[src/rtl/wct_pkg.sv]
package wct_pkg;
  localparam int BUS_W = 32;
  localparam int A_CNT_LO  = 0;
  localparam int A_CNT_HI  = 1;
  localparam int A_CNT_32  = 2;
  localparam int A_CTRL    = 3;
  localparam int A_CMP_BASE = 4;
  localparam int TRIG_SHIFT = 8;

  function automatic int cmp_lo_addr(input int ch);
    return A_CMP_BASE + 2 * ch;
  endfunction
endpackage

[src/rtl/wct_counter.sv]
module wct_counter #(
  parameter int CW = 64
) (
  input  logic          clk,
  input  logic          rst,
  input  logic          en,
  output logic [CW-1:0] cnt
);
  logic [CW-1:0] cnt_q;

  always_ff @(posedge clk) begin
    if (rst)     cnt_q <= '0;
    else if (en) cnt_q <= cnt_q + 1'b1;
  end

  assign cnt = cnt_q;
endmodule

[src/rtl/wct_channel.sv]
module wct_channel #(
  parameter int CW = 64,
  parameter int BW = 32
) (
  input  logic          clk,
  input  logic          rst,
  input  logic [CW-1:0] cnt,
  input  logic          wr_lo,
  input  logic          wr_hi,
  input  logic [BW-1:0] wdata,
  input  logic          ctl_wr,
  input  logic          arm_val,
  input  logic          clr,
  output logic          arm,
  output logic          trig,
  output logic          irq,
  output logic [CW-1:0] stage,
  output logic [CW-1:0] active
);
  logic          arm_q, trig_q, irq_q;
  logic [CW-1:0] stage_q, act_q;
  logic          hit, arm_d, trig_d, load;

  always_comb begin
    hit    = arm_q && (cnt >= act_q);
    arm_d  = ctl_wr ? arm_val : arm_q;
    load   = ctl_wr && arm_val && !arm_q;
    if (hit)      trig_d = 1'b1;
    else if (clr) trig_d = 1'b0;
    else          trig_d = trig_q;
  end

  always_ff @(posedge clk) begin
    if (rst) begin
      arm_q   <= 1'b0;
      trig_q  <= 1'b0;
      irq_q   <= 1'b0;
      stage_q <= '0;
      act_q   <= '0;
    end else begin
      if (wr_lo) stage_q[BW-1:0]  <= wdata;
      if (wr_hi) stage_q[CW-1:BW] <= wdata[CW-BW-1:0];
      if (load)  act_q <= stage_q;
      arm_q  <= arm_d;
      trig_q <= trig_d;
      irq_q  <= trig_d & arm_d;
    end
  end

  assign arm    = arm_q;
  assign trig   = trig_q;
  assign irq    = irq_q;
  assign stage  = stage_q;
  assign active = act_q;
endmodule

[src/rtl/wct_regif.sv]
module wct_regif
  import wct_pkg::*;
#(
  parameter int CW  = 64,
  parameter int NCH = 2,
  parameter int AW  = 3
) (
  input  logic              clk,
  input  logic              rst,
  input  logic              bus_wr,
  input  logic              bus_rd,
  input  logic [AW-1:0]     bus_addr,
  input  logic [CW-1:0]     cnt,
  input  logic [NCH-1:0]    arm,
  input  logic [NCH-1:0]    trig,
  input  logic [NCH*CW-1:0] stage,
  output logic              ctl_wr,
  output logic [NCH-1:0]    wr_lo,
  output logic [NCH-1:0]    wr_hi,
  output logic [BUS_W-1:0]  rdata
);
  logic [BUS_W-1:0] rdata_q, rmux, ctrl_word;

  assign ctl_wr = bus_wr && (int'(bus_addr) == A_CTRL);

  generate
    for (genvar i = 0; i < NCH; i++) begin : g_dec
      assign wr_lo[i] = bus_wr && (int'(bus_addr) == cmp_lo_addr(i));
      assign wr_hi[i] = bus_wr && (int'(bus_addr) == cmp_lo_addr(i) + 1);
    end
  endgenerate

  always_comb begin
    ctrl_word = '0;
    for (int i = 0; i < NCH; i++) begin
      ctrl_word[i]              = arm[i];
      ctrl_word[TRIG_SHIFT + i] = trig[i];
    end
    case (int'(bus_addr))
      A_CNT_LO: rmux = cnt[BUS_W-1:0];
      A_CNT_HI: rmux = cnt[CW-1:BUS_W];
      A_CNT_32: rmux = cnt[BUS_W-1:0];
      A_CTRL:   rmux = ctrl_word;
      default:  rmux = '0;
    endcase
    for (int i = 0; i < NCH; i++) begin
      if (int'(bus_addr) == cmp_lo_addr(i))     rmux = stage[i*CW +: BUS_W];
      if (int'(bus_addr) == cmp_lo_addr(i) + 1) rmux = stage[i*CW+BUS_W +: BUS_W];
    end
  end

  always_ff @(posedge clk) begin
    if (rst)         rdata_q <= '0;
    else if (bus_rd) rdata_q <= rmux;
  end

  assign rdata = rdata_q;
endmodule

[src/rtl/wct_timer.sv]
module wct_timer
  import wct_pkg::*;
#(
  parameter int CW  = 64,
  parameter int NCH = 2,
  parameter int AW  = $clog2(A_CMP_BASE + 2 * NCH)
) (
  input  logic             clk,
  input  logic             rst,
  input  logic             cnt_en,
  input  logic             bus_wr,
  input  logic             bus_rd,
  input  logic [AW-1:0]    bus_addr,
  input  logic [BUS_W-1:0] bus_wdata,
  output logic [BUS_W-1:0] bus_rdata,
  output logic [NCH-1:0]   irq
);
  logic [CW-1:0]     cnt;
  logic [NCH-1:0]    arm, trig, wr_lo, wr_hi;
  logic [NCH*CW-1:0] stage, cmp_act;
  logic              ctl_wr;

  wct_counter #(.CW(CW)) u_ctr (
    .clk(clk), .rst(rst), .en(cnt_en), .cnt(cnt)
  );

  wct_regif #(.CW(CW), .NCH(NCH), .AW(AW)) u_regif (
    .clk(clk), .rst(rst), .bus_wr(bus_wr), .bus_rd(bus_rd),
    .bus_addr(bus_addr), .cnt(cnt), .arm(arm), .trig(trig),
    .stage(stage), .ctl_wr(ctl_wr), .wr_lo(wr_lo), .wr_hi(wr_hi),
    .rdata(bus_rdata)
  );

  generate
    for (genvar i = 0; i < NCH; i++) begin : g_ch
      wct_channel #(.CW(CW), .BW(BUS_W)) u_ch (
        .clk(clk), .rst(rst), .cnt(cnt),
        .wr_lo(wr_lo[i]), .wr_hi(wr_hi[i]), .wdata(bus_wdata),
        .ctl_wr(ctl_wr), .arm_val(bus_wdata[i]),
        .clr(ctl_wr && bus_wdata[TRIG_SHIFT + i]),
        .arm(arm[i]), .trig(trig[i]), .irq(irq[i]),
        .stage(stage[i*CW +: CW]), .active(cmp_act[i*CW +: CW])
      );
    end
  endgenerate
endmodule

[config.mk]
export PLATFORM = sky130hd
export DESIGN_NAME = wct_timer
export DESIGN_NICKNAME = d
export VERILOG_FILES = /design/src/rtl/wct_pkg.sv /design/src/rtl/wct_counter.sv /design/src/rtl/wct_channel.sv /design/src/rtl/wct_regif.sv /design/src/rtl/wct_timer.sv
export SDC_FILE = /design/constraint.sdc
export NUM_CORES = 1
export LEC_CHECK = 0
export ABC_AREA = 1
export BUFFER_PORTS_ARGS = -buffer_cell sky130_fd_sc_hd__buf_4
export CELL_PAD_IN_SITES_DETAIL_PLACEMENT = 2
export CELL_PAD_IN_SITES_GLOBAL_PLACEMENT = 2
export CORE_ASPECT_RATIO = 1.25
export CORE_UTILIZATION = 39
export DETAILED_ROUTE_END_ITERATION = 12
export PLACE_DENSITY = 0.83
export RECOVER_POWER = 25
export SLEW_MARGIN = 20
export SYNTH_ARGS = -nofsm -noshare
export SYNTH_HDL_FRONTEND = slang
export SYNTH_SLANG_ARGS = --single-unit
[constraint.sdc]
create_clock -name clk -period 4.2 [get_ports clk]
set_clock_uncertainty 0.15 [all_clocks]
set_input_delay 0.42 -clock clk [delete_from_list [all_inputs] [get_ports clk]]
set_output_delay 0.42 -clock clk [all_outputs]
set_load 0.1 [all_outputs]
# Word level (Yosys, flattened, before mapping)
# Index checks and enable logic that the tools add are counted.
# word_totals
regBits	358
inputBits	40
out_inout_bits	34
word_cells	55
# op_classes
n_addsub	1
magnitude_cmp	2
n_eq_ne	8
mux	11
bitwise_logic	2
reduce_logical	17
# ops
cell	count
>= comparator 64 bit	2
2-to-1 mux 32 bit	4
one-hot mux 32 bit (3 select lines)	1
adder 64 x 1 -> 64 bit, second input constant	1
logical AND 1 bit	13
equality test 3 x 2 -> 1 bit, second input constant	3
equality test 3 bit, second input constant	3
equality test 3 x 1 -> 1 bit, second input constant	2
2-to-1 mux 1 bit	6
logical NOT 3 bit	1
bitwise AND 1 bit	2
logical NOT 1 bit	2
OR reduction 2 bit	1

# Logic depth before layout (Yosys ltp)
# depth
word_depth	7
ltp_mapped	17
depth_no_buf	17

# Cells and area by module
# A second synthesis with hierarchy kept.
# unflattened
hier_cells	2688
area_unflattened_um2	18607.8
# modules_own_cells
mod	instances	cells_each	area_per_inst_um2	seq_area_each_um2
wct_channel	2	781	6004.5	2622.5
wct_counter	1	618	3836.2	1281.2
wct_regif	1	504	2747.6	640.6
wct_timer	1	4	15.0	0.0

# Worst setup path after synthesis
# OpenSTA, ideal clock, no wires.
# synth_path
kind	flip-flop to flip-flop
from	reg u_ctr.cnt_q[1], in the netlist u_ctr.cnt[1]
to	reg u_ctr.cnt_q[34], in the netlist u_ctr.cnt[34]
setup_ps	113
arrival_time_ps	1608
t_required_ps	3937
setup_slack_ps	2329
stages_incl_launch_ff	13
n_path_buf	0
period_less_slack_ps	1871
cell_sequence	dfxtp_1 -> ha_1 -> nand3_2 -> nor2_4 -> nand3_4 -> nor3_4 -> inv_2 -> nor2_1 -> inv_2 -> nor2_1 -> nand2_1 -> nand2_1 -> nor2_1
# synth_via
elab_chain_cells	1
# synth_rtl
item	line_no	source
start: declaration	wct_counter.sv:9	logic [CW-1:0] cnt_q;
start signal: assignment	wct_counter.sv:13	else if (en) cnt_q <= cnt_q + 1'b1;
adder 64 x 1 -> 64 bit	wct_counter.sv:13	
# Every way passes these cells.
# A chain may end at the register's enable or synchronous reset.

==> results.md <==
* Area grow syn2layout at 13.0%
* Insertion delay to the later sink of the worst-skew pair at 580 ps
* Die ar. at 0.0471 mm2
* Worst setup margin at 748 ps
* Largest net degree at the start of global routing at 150
* CP max FO at 149
* Gates resized, CTS repair at 0
* Mapped Nets at 2638
* WL/cell at 27.1 um
* Die width at 194 um
* Place WS at 1180 ps
* Hpwl dp at 60300 um
* Max frequency at 290 MHz
* Crit path buf inv count at 3
* Number of setup buffers added after CTS at 0
* Distinct cells, synth at 46
* CTS tree: yes
* Via-to-Cell Ratio at 5.95
* Vias at 18531
* CP top delay family: buffers and inverters
* Slowest CP cell: inv_8
* Worst-Margin Slew at 2110 ps
* WL final at 84400 um
* Nets@finish at 2677
* RePlAce Congestion at 0.940
* Avg Cell Area, Syn at 7.30 um2
* # IOs at 74
* First-pass GRT wire length at 127000 um
* Die Span Y at 242 um
* Placeable Area at 0.0454 mm2
* Mapped Area at 0.0180 mm2
* Finished Layout Cells at 3115
* Final Max Slew Viols at 70
* Clk root buf: clkbuf_16
* Worst stage delay on the critical path at 1080 ps
* DRC Markers at 0
* Initial antenna violation count at 4
* Synth Warn # at 0
* Fin crit period at 3450 ps
* Initial Util at 0.397
* Endpoints failing setup at 0
* Post-synth EDFFs at 0
* Total CTS buffers at 41
* Status: finished with violations
* Ys async rst share at 0
* FP Rows at 87
* Nature of the critical path endpoint: flop
* Pwr dens at 385 mW/mm2
* Crit-path cells: clkbuf_2 -> inv_8 -> buf_4 -> o21ai_0 -> a21oi_1
* Setup TNS at 0 ps
* DRT iter0 DRCs at 1237
* Clock transition at path regs at 60 ps
* Congestion Overflow GR at 0
* Dpl cells at 3024
* Top_reg_cell synth: dfxtp_1
* Synth Register Bits at 358
* Clock Path Buffers at 3
* I/O Buffers at 73
* RSZ-0062 raised after global routing: false
* VDD IR max at 314 uV
* Failing checks: max-capacitance violations, max-slew violations
* Relative slew slack at -0.408
* CTS Hold Bufs at 19
* TritonRoute pass-1 iters at 5
* Final period util at 0.822
* GRT Util Overall at 0.357
* Final hold vios at 0
* Data arrival, critical path at 3800 ps
* Vias in the first global route at 20306
* Clock Sinks at 358
* Leak at 7.78 nW
* Max cap viols at 1
* Worst hold path class: in -> reg
* Layout cells sized above 1 at 0.0722
* CP Data Required Time at 4550 ps
* Critical path type: in -> reg
* Post-Syn Instances at 2469
* Startpoint types: input port
* Seq/Total Area, Yosys at 0.398
* Post-route ant nets at 0
* H-tree levels at 2
* Layout Utilization at 0.448
==> layout make-up <==
cell class / count / area (um2)
multi-input combinational: 1698 / 9210
inverter: 289 / 1090
clock buffer: 61 / 1200
sequential: 358 / 7170
antenna: 1 / 2.50
clock inverter: 10 / 110
timing repair buffer: 120 / 838
fill: 5213 / 25000
tap: 578 / 723
==> where the power goes <==
| part | switching [mW] | internal (mW) |
|---|---|---|
| clock network | 1.55 | 2.10 |
| logic | 0.495 | 0.166 |
| registers | 0.0554 | 3.47 |
| total | 2.10 | 5.73 |
==> placed cells by master, fill, tap and decap left out, types with 13 or more instances in the layout <==
cell type,n
dlygate4sd3_1,19
inv_2,15
a22oi_1,14
nand2_1,410
nor2_1,177
buf_4,62
a21oi_1,385
nor2_2,13
nand4_1,22
nor3_1,35
o21ai_0,247
clkbuf_16,41
inv_1,271
ha_1,129
nand3_1,134
dfxtp_1,358
o22ai_1,13
clkbuf_1,44
a221oi_1,13
==> cells by family (layout without fill, tap and decap cells) <==
kind of cell | after synthesis | after routing | share of synthesized area
other cells | 0 | 1 | 0
buf+inv | 413 | 480 | 0.0911
fa+ha+maj | 129 | 129 | 0.0896
simple gates | 841 | 841 | 0.205
xor+xnor | 11 | 11 | 0.00535
compound gates | 717 | 717 | 0.211
flops | 358 | 358 | 0.398
==> sequential cells by signal, indices dropped and copies added (netlist names) <==
signal	cells
g_ch.u_ch.active	128
u_ctr.cnt	64
g_ch.u_ch.stage	128
g_ch.u_ch.arm	2
g_ch.u_ch.trig	2
g_ch.u_ch.irq	2
u_regif.rdata	32
==> through the flow <==
stage	cell area (um2)	total power, mW	hold slack, ps
6_report	20300	7.83	24.5
5_1_grt	20300	8.03	14.5
4_1_cts	20500	7.86	1.88
3_5_place_dp	19000	4.23	301
3_3_place_gp	19000	4.19	295
2_1_floorplan	18000	3.94	283
==> routing by layer <==
metal | GRT usage | wire, um
met1 | 0.444 | 35700
met2 | 0.623 | 41200
met3 | 0.0516 | 4530
met4 | 0.134 | 3040
met5 | 0 | 12
==> path summary, 6_finish.rpt <==
kind                                        start                              endpoint  slack [ps]  cells after the start
max                                           rst  g_ch[0].u_ch.active[48]$_SDFFE_PP0P_         750                      5
min                                 bus_wdata[28]   g_ch[0].u_ch.stage[60]$_SDFFE_PP0P_          20                      3
max reg2reg             u_ctr.cnt[1]$_SDFFE_PP0P_            u_ctr.cnt[34]$_SDFFE_PP0P_        1390                     12
min reg2reg  g_ch[0].u_ch.active[57]$_SDFFE_PP0P_  g_ch[0].u_ch.active[57]$_SDFFE_PP0P_         310                      2
==> worst reg2reg max path: cells and delay by family, from the launching register on <==
kind,cells,cell delay (ps)
adders and majority gates,1,280
DFF,1,470
buffers and inverters,2,180
and+or+nand+nor,9,1630
==> cells in the mapped netlist, types with 11 or more instances <==
library cell | n | area (um2)
nand2_1 | 410 | 1540
a21oi_1 | 385 | 1930
dfxtp_1 | 358 | 7170
inv_1 | 273 | 1020
o21ai_0 | 244 | 1220
nor2_1 | 178 | 668
nand3_1 | 134 | 671
ha_1 | 129 | 1610
clkbuf_1 | 91 | 342
nor3_1 | 35 | 175
nand4_1 | 22 | 138
buf_2 | 18 | 90.1
inv_2 | 15 | 56.3
a22oi_1 | 14 | 105
a221oi_1 | 13 | 114
o22ai_1 | 13 | 81.3
nor2_2 | 12 | 75.1
o2111ai_1 | 12 | 105
o21a_1 | 12 | 90.1
nor4_1 | 11 | 68.8
o21ai_1 | 11 | 55.1
No activity file was read; power rests on OpenSTA's default activity.
